$ cat config.mk
export PLATFORM = sky130hd
export DESIGN_NAME = svs_pulse_seq
export DESIGN_NICKNAME = d
export VERILOG_FILES = /design/src/rtl/svs_pkg.sv /design/src/rtl/svs_sorter.sv /design/src/rtl/svs_planner.sv /design/src/rtl/svs_pulse_seq.sv
export SDC_FILE = /design/constraint.sdc
export NUM_CORES = 1
export LEC_CHECK = 0
export CORE_AREA = 2 2 143 172
export CTS_BUF_LIST = sky130_fd_sc_hd__clkbuf_16
export CTS_CLUSTER_SIZE = 14
export DETAILED_ROUTE_END_ITERATION = 8
export DIE_AREA = 0 0 145 174
export PLACE_DENSITY = 0.7
export SLEW_MARGIN = 10
export SYNTH_ARGS = -nofsm -noshare
export SYNTH_HDL_FRONTEND = slang
export SYNTH_SLANG_ARGS = --single-unit
$ cat constraint.sdc
create_clock -name clk -period 11.24 [get_ports clk]
set_input_delay 1.686 -clock clk [delete_from_list [all_inputs] [get_ports clk]]
set_output_delay 1.686 -clock clk [all_outputs]
set_load 0.02 [all_outputs]
$ cat src/rtl/svs_pkg.sv
package svs_pkg;

    typedef enum logic [1:0] {
        ST_IDLE = 2'd0,
        ST_RUN  = 2'd1,
        ST_HOLD = 2'd2
    } seq_state_t;

    localparam logic [5:0] ALL_MID = 6'b01_01_01;

    function automatic logic [2:0] vnum(input logic [5:0] v);
        return {1'b0, v[5:4]} + {1'b0, v[3:2]} + {1'b0, v[1:0]};
    endfunction

endpackage

$ cat src/rtl/svs_sorter.sv
module svs_sorter
    import svs_pkg::*;
#(
    parameter int CW = 12
) (
    input  logic [5:0]    vec_in  [3],
    input  logic [CW-1:0] dur_in  [3],
    output logic [5:0]    vec_out [3],
    output logic [CW-1:0] dur_out [3]
);

    logic [5:0]    v_w [3];
    logic [CW-1:0] d_w [3];
    logic [5:0]    v_t;
    logic [CW-1:0] d_t;

    // three compare-exchange stages: (0,1) (1,2) (0,1), stable on ties
    always_comb begin
        for (int k = 0; k < 3; k++) begin
            v_w[k] = vec_in[k];
            d_w[k] = dur_in[k];
        end
        for (int s = 0; s < 3; s++) begin
            int a;
            a = (s == 1) ? 1 : 0;
            v_t = v_w[a];
            d_t = d_w[a];
            if (vnum(v_w[a]) > vnum(v_w[a+1])) begin
                v_w[a]   = v_w[a+1];
                d_w[a]   = d_w[a+1];
                v_w[a+1] = v_t;
                d_w[a+1] = d_t;
            end
        end
        for (int k = 0; k < 3; k++) begin
            vec_out[k] = v_w[k];
            dur_out[k] = d_w[k];
        end
    end

endmodule

$ cat src/rtl/svs_planner.sv
module svs_planner
    import svs_pkg::*;
#(
    parameter int CW = 12,
    parameter int TW = CW + 2
) (
    input  logic [5:0]    srt_vec [3],
    input  logic [CW-1:0] srt_dur [3],
    input  logic [5:0]    prev_end,
    input  logic          have_prev,
    output logic [5:0]    end_vec,
    output logic [5:0]    mid_vec,
    output logic [5:0]    ctr_vec,
    output logic [TW-1:0] thr [4],
    output logic          miss
);

    logic [2:0]    n_lo, n_hi, n_pv, dist_lo, dist_hi;
    logic          eq_lo, eq_hi, take_hi;
    logic [TW-1:0] e_len, m_len, c_len, e_half, m_half;

    always_comb begin
        n_lo    = vnum(srt_vec[0]);
        n_hi    = vnum(srt_vec[2]);
        n_pv    = vnum(prev_end);
        dist_lo = (n_pv >= n_lo) ? n_pv - n_lo : n_lo - n_pv;
        dist_hi = (n_pv >= n_hi) ? n_pv - n_hi : n_hi - n_pv;
        eq_lo   = (prev_end == srt_vec[0]);
        eq_hi   = (prev_end == srt_vec[2]);
        miss    = have_prev && !eq_lo && !eq_hi;
        if (!have_prev)  take_hi = 1'b0;
        else if (eq_hi)  take_hi = 1'b1;
        else if (eq_lo)  take_hi = 1'b0;
        else             take_hi = (dist_hi < dist_lo);
    end

    assign end_vec = take_hi ? srt_vec[2] : srt_vec[0];
    assign ctr_vec = take_hi ? srt_vec[0] : srt_vec[2];
    assign mid_vec = srt_vec[1];

    assign e_len  = {2'b00, (take_hi ? srt_dur[2] : srt_dur[0])};
    assign c_len  = {2'b00, (take_hi ? srt_dur[0] : srt_dur[2])};
    assign m_len  = {2'b00, srt_dur[1]};
    assign e_half = e_len >> 1;
    assign m_half = m_len >> 1;

    assign thr[0] = e_half;
    assign thr[1] = thr[0] + m_half;
    assign thr[2] = thr[1] + c_len;
    assign thr[3] = thr[2] + (m_len - m_half);

endmodule

$ cat src/rtl/svs_pulse_seq.sv
module svs_pulse_seq
    import svs_pkg::*;
#(
    parameter int CW = 12
) (
    input  logic          clk,
    input  logic          rst_n,
    input  logic          prd_start,
    input  logic [5:0]    vec0,
    input  logic [5:0]    vec1,
    input  logic [5:0]    vec2,
    input  logic [CW-1:0] dur0,
    input  logic [CW-1:0] dur1,
    input  logic [CW-1:0] dur2,
    input  logic [CW-1:0] prd_len,
    output logic [1:0]    ph_a,
    output logic [1:0]    ph_b,
    output logic [1:0]    ph_c,
    output logic          seam_miss
);

    localparam int TW = CW + 2;

    seq_state_t    state, state_nx;
    logic [CW-1:0] cnt, len_q;
    logic [5:0]    e_q, m_q, c_q, cur;
    logic [TW-1:0] thr_q [4];
    logic          have_q, last_tick;

    logic [5:0]    vin  [3];
    logic [CW-1:0] din  [3];
    logic [5:0]    vsrt [3];
    logic [CW-1:0] dsrt [3];
    logic [5:0]    e_n, m_n, c_n;
    logic [TW-1:0] thr_n [4];
    logic          miss_n;

    assign vin[0] = vec0;
    assign vin[1] = vec1;
    assign vin[2] = vec2;
    assign din[0] = dur0;
    assign din[1] = dur1;
    assign din[2] = dur2;

    svs_sorter #(.CW(CW)) i_sorter (
        .vec_in (vin),
        .dur_in (din),
        .vec_out(vsrt),
        .dur_out(dsrt)
    );

    svs_planner #(.CW(CW), .TW(TW)) i_planner (
        .srt_vec  (vsrt),
        .srt_dur  (dsrt),
        .prev_end (e_q),
        .have_prev(have_q),
        .end_vec  (e_n),
        .mid_vec  (m_n),
        .ctr_vec  (c_n),
        .thr      (thr_n),
        .miss     (miss_n)
    );

    assign last_tick = ({1'b0, cnt} + 1'b1) >= {1'b0, len_q};

    always_comb begin
        state_nx = state;
        unique case (state)
            ST_IDLE: if (prd_start) state_nx = ST_RUN;
            ST_RUN:  if (prd_start) state_nx = ST_RUN;
                     else if (last_tick) state_nx = ST_HOLD;
            ST_HOLD: if (prd_start) state_nx = ST_RUN;
            default: state_nx = ST_IDLE;
        endcase
    end

    always_ff @(posedge clk or negedge rst_n) begin
        if (!rst_n) state <= ST_IDLE;
        else        state <= state_nx;
    end

    always_ff @(posedge clk or negedge rst_n) begin
        if (!rst_n) begin
            cnt       <= '0;
            len_q     <= '0;
            e_q       <= ALL_MID;
            m_q       <= ALL_MID;
            c_q       <= ALL_MID;
            have_q    <= 1'b0;
            seam_miss <= 1'b0;
            for (int k = 0; k < 4; k++) thr_q[k] <= '0;
        end else if (prd_start) begin
            cnt       <= '0;
            len_q     <= prd_len;
            e_q       <= e_n;
            m_q       <= m_n;
            c_q       <= c_n;
            have_q    <= 1'b1;
            seam_miss <= miss_n;
            for (int k = 0; k < 4; k++) thr_q[k] <= thr_n[k];
        end else if (state == ST_RUN && !last_tick) begin
            cnt <= cnt + 1'b1;
        end
    end

    always_comb begin
        cur = ALL_MID;
        unique case (state)
            ST_IDLE: cur = ALL_MID;
            ST_RUN: begin
                if      ({2'b00, cnt} < thr_q[0]) cur = e_q;
                else if ({2'b00, cnt} < thr_q[1]) cur = m_q;
                else if ({2'b00, cnt} < thr_q[2]) cur = c_q;
                else if ({2'b00, cnt} < thr_q[3]) cur = m_q;
                else                              cur = e_q;
            end
            ST_HOLD: cur = e_q;
            default: cur = ALL_MID;
        endcase
    end

    assign ph_a = cur[5:4];
    assign ph_b = cur[3:2];
    assign ph_c = cur[1:0];

endmodule

[Word level (Yosys, flattened, before mapping)]
Cells that the tools add are included.
Word-level totals
  flip-flop bits (word level): 99
  bits of input ports: 69
  logic and storage cells: 93
Operators by class
  add/subtract/negate cells: 28
  $lt $le $gt $ge: 11
  eq/ne operators: 6
  multiplexer cells: 26
  reduce and logical (&&, ||, !) cells: 10
Operator list (count)
  $mux 12: 7
  $mux 24: 3
  $lt 12x14->1: 3
  $mux 6: 6
  $add 2x2->3: 9
  $add 3x2->3: 9
  $add 14x12->14: 1
  $add 14x14->14: 1
  $add 12x1->13 const B: 1
  $ge 13x12->1: 1
  $sub 12x11->13: 1
  $add 11x11->12: 1
  $add 12x1->12 const B: 1
  $eq 6x6->1: 2
  $lt 12x11->1: 1
  $pmux 6 s2: 1
  $sub 3x3->3: 4
  $gt 3x3->1: 3
  $ge 3x3->1: 2
  $mux 2: 3
  $mux 3: 2
  $pmux 2 s2: 1
  $logic_and 1x1->1: 3
  $logic_not 1->1: 3
  other kinds (10): 12

[Longest topological paths before layout]
  word-level depth: 24
  mapped depth: 79

[Hierarchy]
A second synthesis with hierarchy kept.
Unflattened totals
  cells, all modules: 1284
  area, all modules: 11008.1 µm²
By module, submodules not included
  svs_pulse_seq: instances 1, cells an instance 591, area each 5705.5 µm², seq. area each 2563.7 µm²
  svs_planner: instances 1, cells an instance 431, area each 3432.0 µm², seq. area each 0.0 µm²
  svs_sorter: instances 1, cells an instance 262, area each 1870.5 µm², seq. area each 0.0 µm²

[Worst setup path before layout]
No wires, ideal clock.
  kind: input -> register
  start point: input port vec1[1]
  end point: register thr_q[13] (netlist name)
  data arrival time: 15.676 ns
  required time: 11.115 ns
  slack: -4.560 ns
  stages on the path: 71
  buffers on the path: 5
  cell sequence: inv_1 > fa_1 > inv_1 > ha_1 > xor2_1 > ha_1 > nand3_1 > a21boi_1 > buf_2 > mux2i_1 > inv_1 > fa_1 > ha_1 > ha_1 > a211o_1 > nand2_1 > buf_2 > clkbuf_1 > [35 not listed] > o21ai_0 > mux2i_1 > a21boi_0 > o21a_1 > o21a_1 > o21ai_0 > and2_1 > ha_1 > a21o_1 > a21oi_1 > xnor2_1 > xnor2_1 > ha_1 > a21oi_1 > o21bai_1 > a21oi_1 > xnor2_1 > mux2_2
RTL lines
  start, declared: RTL line svs_pulse_seq.sv:10  | input logic [5:0] vec1,
  end, declared: RTL line svs_pulse_seq.sv:27  | logic [TW-1:0] thr_q [4];

==> run summary <==
TritonCTS built the clock tree. The overflow left after global routing came out at 0. The count of warnings emitted by yosys is 0. The worst register-to-register path has a depth of 40.

The top cell type's share of synthesized area is 0.208. The number of antenna violations at the first check in global routing is 1. The path class of the tightest hold or removal check is reg2reg. Setup slack on the critical path of the routed design comes to -3.83 ns. The number of global-route vias before repair is 10,443.

The slowest stage of the critical path belongs to the cell fa_1. The checks that failed: setup timing. The worst setup path is launched from an input pin. Static timing analysis puts the maximum clock frequency at 66.4 MHz. The mapped cell area is 10,500 um^2.

The layout filler cell count is 1,829. In this run the register-to-register setup slack is 2.63 ns. The data arrival time at the worst-slack endpoint is 15.31 ns. The number of nets in the synthesized netlist came out at 1,527.

The multi-input logic area is 8520 um^2. The mean instance size in the synthesized netlist came out at 8.08 um^2. In the final layout, the share of cells above drive strength 1 is 0.334. The final routed wire length divided by cell count came out at 17.9 um. The antenna diode count is 0. The number of nets at the end of the flow came out at 1,843. The total count of hold-check failures in the final report came to 0.

The die outline height came out at 174 um. The HPWL reported at the end of detailed placement is 23,200 um. The startpoint identified for the worst register-to-register timing path is e_q[3]$_DFFE_PN0P_. The max-slew violation total from the final report is 0.

The worst setup path is of the in2reg kind. At the pin with the least slew margin, the transition time is 1.07 ns. The final-layout worst hold slack came out at 0.509 ns. The endpoint kind of the worst setup timing path is a flip-flop. The number of buffers created by CTS came out at 9. Setup repair after global routing could not meet its margin everywhere. The number of buffer cells added on primary ports is 75. The H-tree depth came out at 3. The count of flip-flops with a built-in enable after synthesis came out at 0.

The number of detailed-routing iterations run before antenna repair came out at 5. The routed wire length is 34,700 um. The die covers 25,200 um^2. The capturing point of the worst reg2reg path is thr_q[13]$_DFFE_PN0P_. The run finished, with violations left.

The clock reaches the later pin of the worst-skew pair after 0.36 ns. The proportion of synthesized flip-flops having asynchronous set or reset is 1.00. The remaining max-slew budget at the tightest pin is 0.285.

Setup violations remaining at the end of the flow were counted as 55. The data required time of the critical path is 11.48 ns. Together, buffers and inverters on the worst path number 11. The biggest cell delay along the critical path came out at 0.56 ns.

Across the run, the number of max-cap violations was 0. The routed via count is 10,796. The number of DRC markers after the initial detailed-route iteration is 712. The initialized floorplan defines 62 standard-cell rows.

The final estimated routing congestion in global placement is 0.932. The area added between synthesis and finish is 45.7%. The total clock sinks is 96. The detail-routed via count per cell is 5.58.

The sequential area share after synthesis came out at 0.231. The worst hold path passes through 2 cells. The number of top-level pins is 76.

The most frequently used flop master after synthesis is dfrtp_1. The post-detailed-route DRC marker count is 0. The die is 145 um wide. Once detail routing completed, the nets flagged for antenna violations numbered 0. The startpoint identified for the worst hold timing path is c_q[0]$_DFFE_PN1P_. Clock skew on the completed layout was measured at 0.0101 ns. The maximum number of pins on one net before global-route repair is 82. The gate family responsible for the most delay along the worst path is adder cells. The root buffer selected by CTS is clkbuf_16. The synthesized netlist cell count came out at 1,295. The cell repeated most along the worst path is ha_4. The post-synthesis cell type with the largest combined area is dfrtp_1. Sorting the synthesized cells by area gives the leading types as dfrtp_1 (21%), ha_1 (17%), nand2_1 (6.0%), inv_1 (5.3%), o21ai_0 (5.1%). The buffer levels on the longest clock path is 2. The core region is 23,700 um^2. Clock-pin slew was measured on the worst setup and hold paths at 0.07 ns. Registers take 2410 um^2.

The largest fanout of any net on the critical path is 6. The number of different library cells in the post-synthesis netlist came out at 64. The effective utilization at floorplan came out at 0.442. The worst hold path terminates at c_q[0]$_DFFE_PN1P_. Counting buffers and inverters, the worst setup path is 74 cells deep.

The number of flip-flops and latches in the synthesized netlist is 96. The total routing usage reported by global routing is 0.244. In the finished design, the share of the clock period the worst path needs comes to 1.34. The wire length of the first global-routing pass came out at 50,600 um. The post-route minimum period is 15.07 ns.
-- final cells by class --
class,count,area share
flip-flops and latches,96,0.158
clock inverters,7,0.00320
multi-input cells,1003,0.559
repair buffers,352,0.201
clock buffers,9,0.0148
well taps,320,0.0263
inverters,149,0.0374
-- layer usage --
metal,global-route usage,wire length (um),part of all wire,vias to the layer above
met5,0,12,0.00035,-
met4,0.0924,1810,0.052,2
met3,0.0291,1540,0.044,137
met2,0.440,17500,0.51,400
met1,0.298,13800,0.40,5166
li1,-,-,-,5091
-- cells in the mapped netlist, drive strengths merged, types with 6 or more instances --
cell / count
a21o: 57
a21oi: 71
a31oi: 17
and2: 11
buf: 11
clkbuf: 37
dfrtp: 87
dfstp: 9
fa: 23
ha: 140
inv: 149
mux2: 25
mux2i: 32
nand2: 167
nand2b: 16
nand3: 15
nand3b: 7
nand4: 6
nor2: 95
nor3: 16
o21ai: 109
o21bai: 16
o22ai: 13
or2: 9
or3: 13
xnor2: 47
xor2: 26
-- worst register-to-register path: cells and delay by family, from the launching register on --
family / cells / cell delay, ns
adder cells (fa/ha/maj): 8 / 2.61
AO/OA/AOI/OAI: 14 / 2.46
AND/OR/NAND/NOR: 10 / 1.56
multiplexers: 3 / 0.73
flip-flops: 1 / 0.61
buffers and inverters: 3 / 0.26
XOR/XNOR: 2 / 0.26
-- layout by cell type (no fill, tap or decap), types with 17 or more instances in the layout --
cell type / netlist / final
xnor2_1: 47 / 33
clkdlybuf4s50_1: 0 / 61
o21ai_0: 106 / 55
dfrtp_1: 87 / 87
mux2_2: 25 / 19
ha_4: 0 / 24
buf_4: 0 / 225
xor2_1: 26 / 21
a21oi_2: 2 / 17
nand2_1: 167 / 139
a21oi_1: 69 / 47
mux2i_1: 32 / 26
inv_1: 149 / 131
nor2_1: 95 / 86
o21ai_1: 3 / 35
ha_1: 140 / 113
inv_2: 0 / 17
a21o_1: 57 / 57
nand2_2: 0 / 20
buf_6: 1 / 49
fa_1: 23 / 18
-- kinds of logic (layout without fill, tap and decap cells) --
group	after synthesis	in the layout	share of synthesized area
adders and majority gates	163	163	0.212
buffers and inverters	197	517	0.0718
AOI/OAI and AO/OA	338	338	0.210
xor gates and xnor gates	73	73	0.0611
and+or+nand+nor	371	372	0.158
muxes	57	57	0.0575
DFF	96	96	0.231
-- through the flow --
| stage | util | cells | instance area [um^2] | setup slack (ns) | TNS [ns] |
|---|---|---|---|---|---|
| final | 0.644 | 1936 | 15200 | -3.83 | -88.99 |
| after global routing | 0.644 | 1936 | 15200 | -4.33 | -111.12 |
| after CTS | 0.614 | 1914 | 14500 | -3.21 | -66.15 |
| after detailed placement | 0.563 | 1854 | 13300 | -4.51 | -134.56 |
| after global placement | 0.563 | 1854 | 13300 | -4.05 | -111.97 |
| after floorplan | - | 1295 | 10800 | -3.36 | -59.50 |
-- state kept, by name, summed over array words and instances, names as in the netlist, 2 cells and up --
signal / cells
len_q: 12
thr_q: 50
state: 2
cnt: 12
m_q: 6
c_q: 6
e_q: 6
-- how the worst max path moves through the flow --
stage / startpoint / end / slack [ns]
finish: vec1[3] / thr_q[13]$_DFFE_PN0P_ / -3.83
global route: vec1[3] / thr_q[13]$_DFFE_PN0P_ / -4.33
floorplan: vec1[3] / thr_q[13]$_DFFE_PN0P_ / -3.36
CTS: vec1[1] / thr_q[13]$_DFFE_PN0P_ / -3.21
global placement: vec1[3] / thr_q[13]$_DFFE_PN0P_ / -4.05
detailed placement: vec1[3] / thr_q[13]$_DFFE_PN0P_ / -4.51
-- what timing repair did --
item / in CTS / in global routing
hold buffers: 0 / 0
gates cloned: 1 / 1
resized for setup: 165 / 132
pin swaps: 100 / 98
endpoints found under the setup margin: 62 / 62
setup buffers: 49 / 46
Power is not shown: default switching activity piles up to over one toggle a cycle in this logic, so the estimate is an artifact.
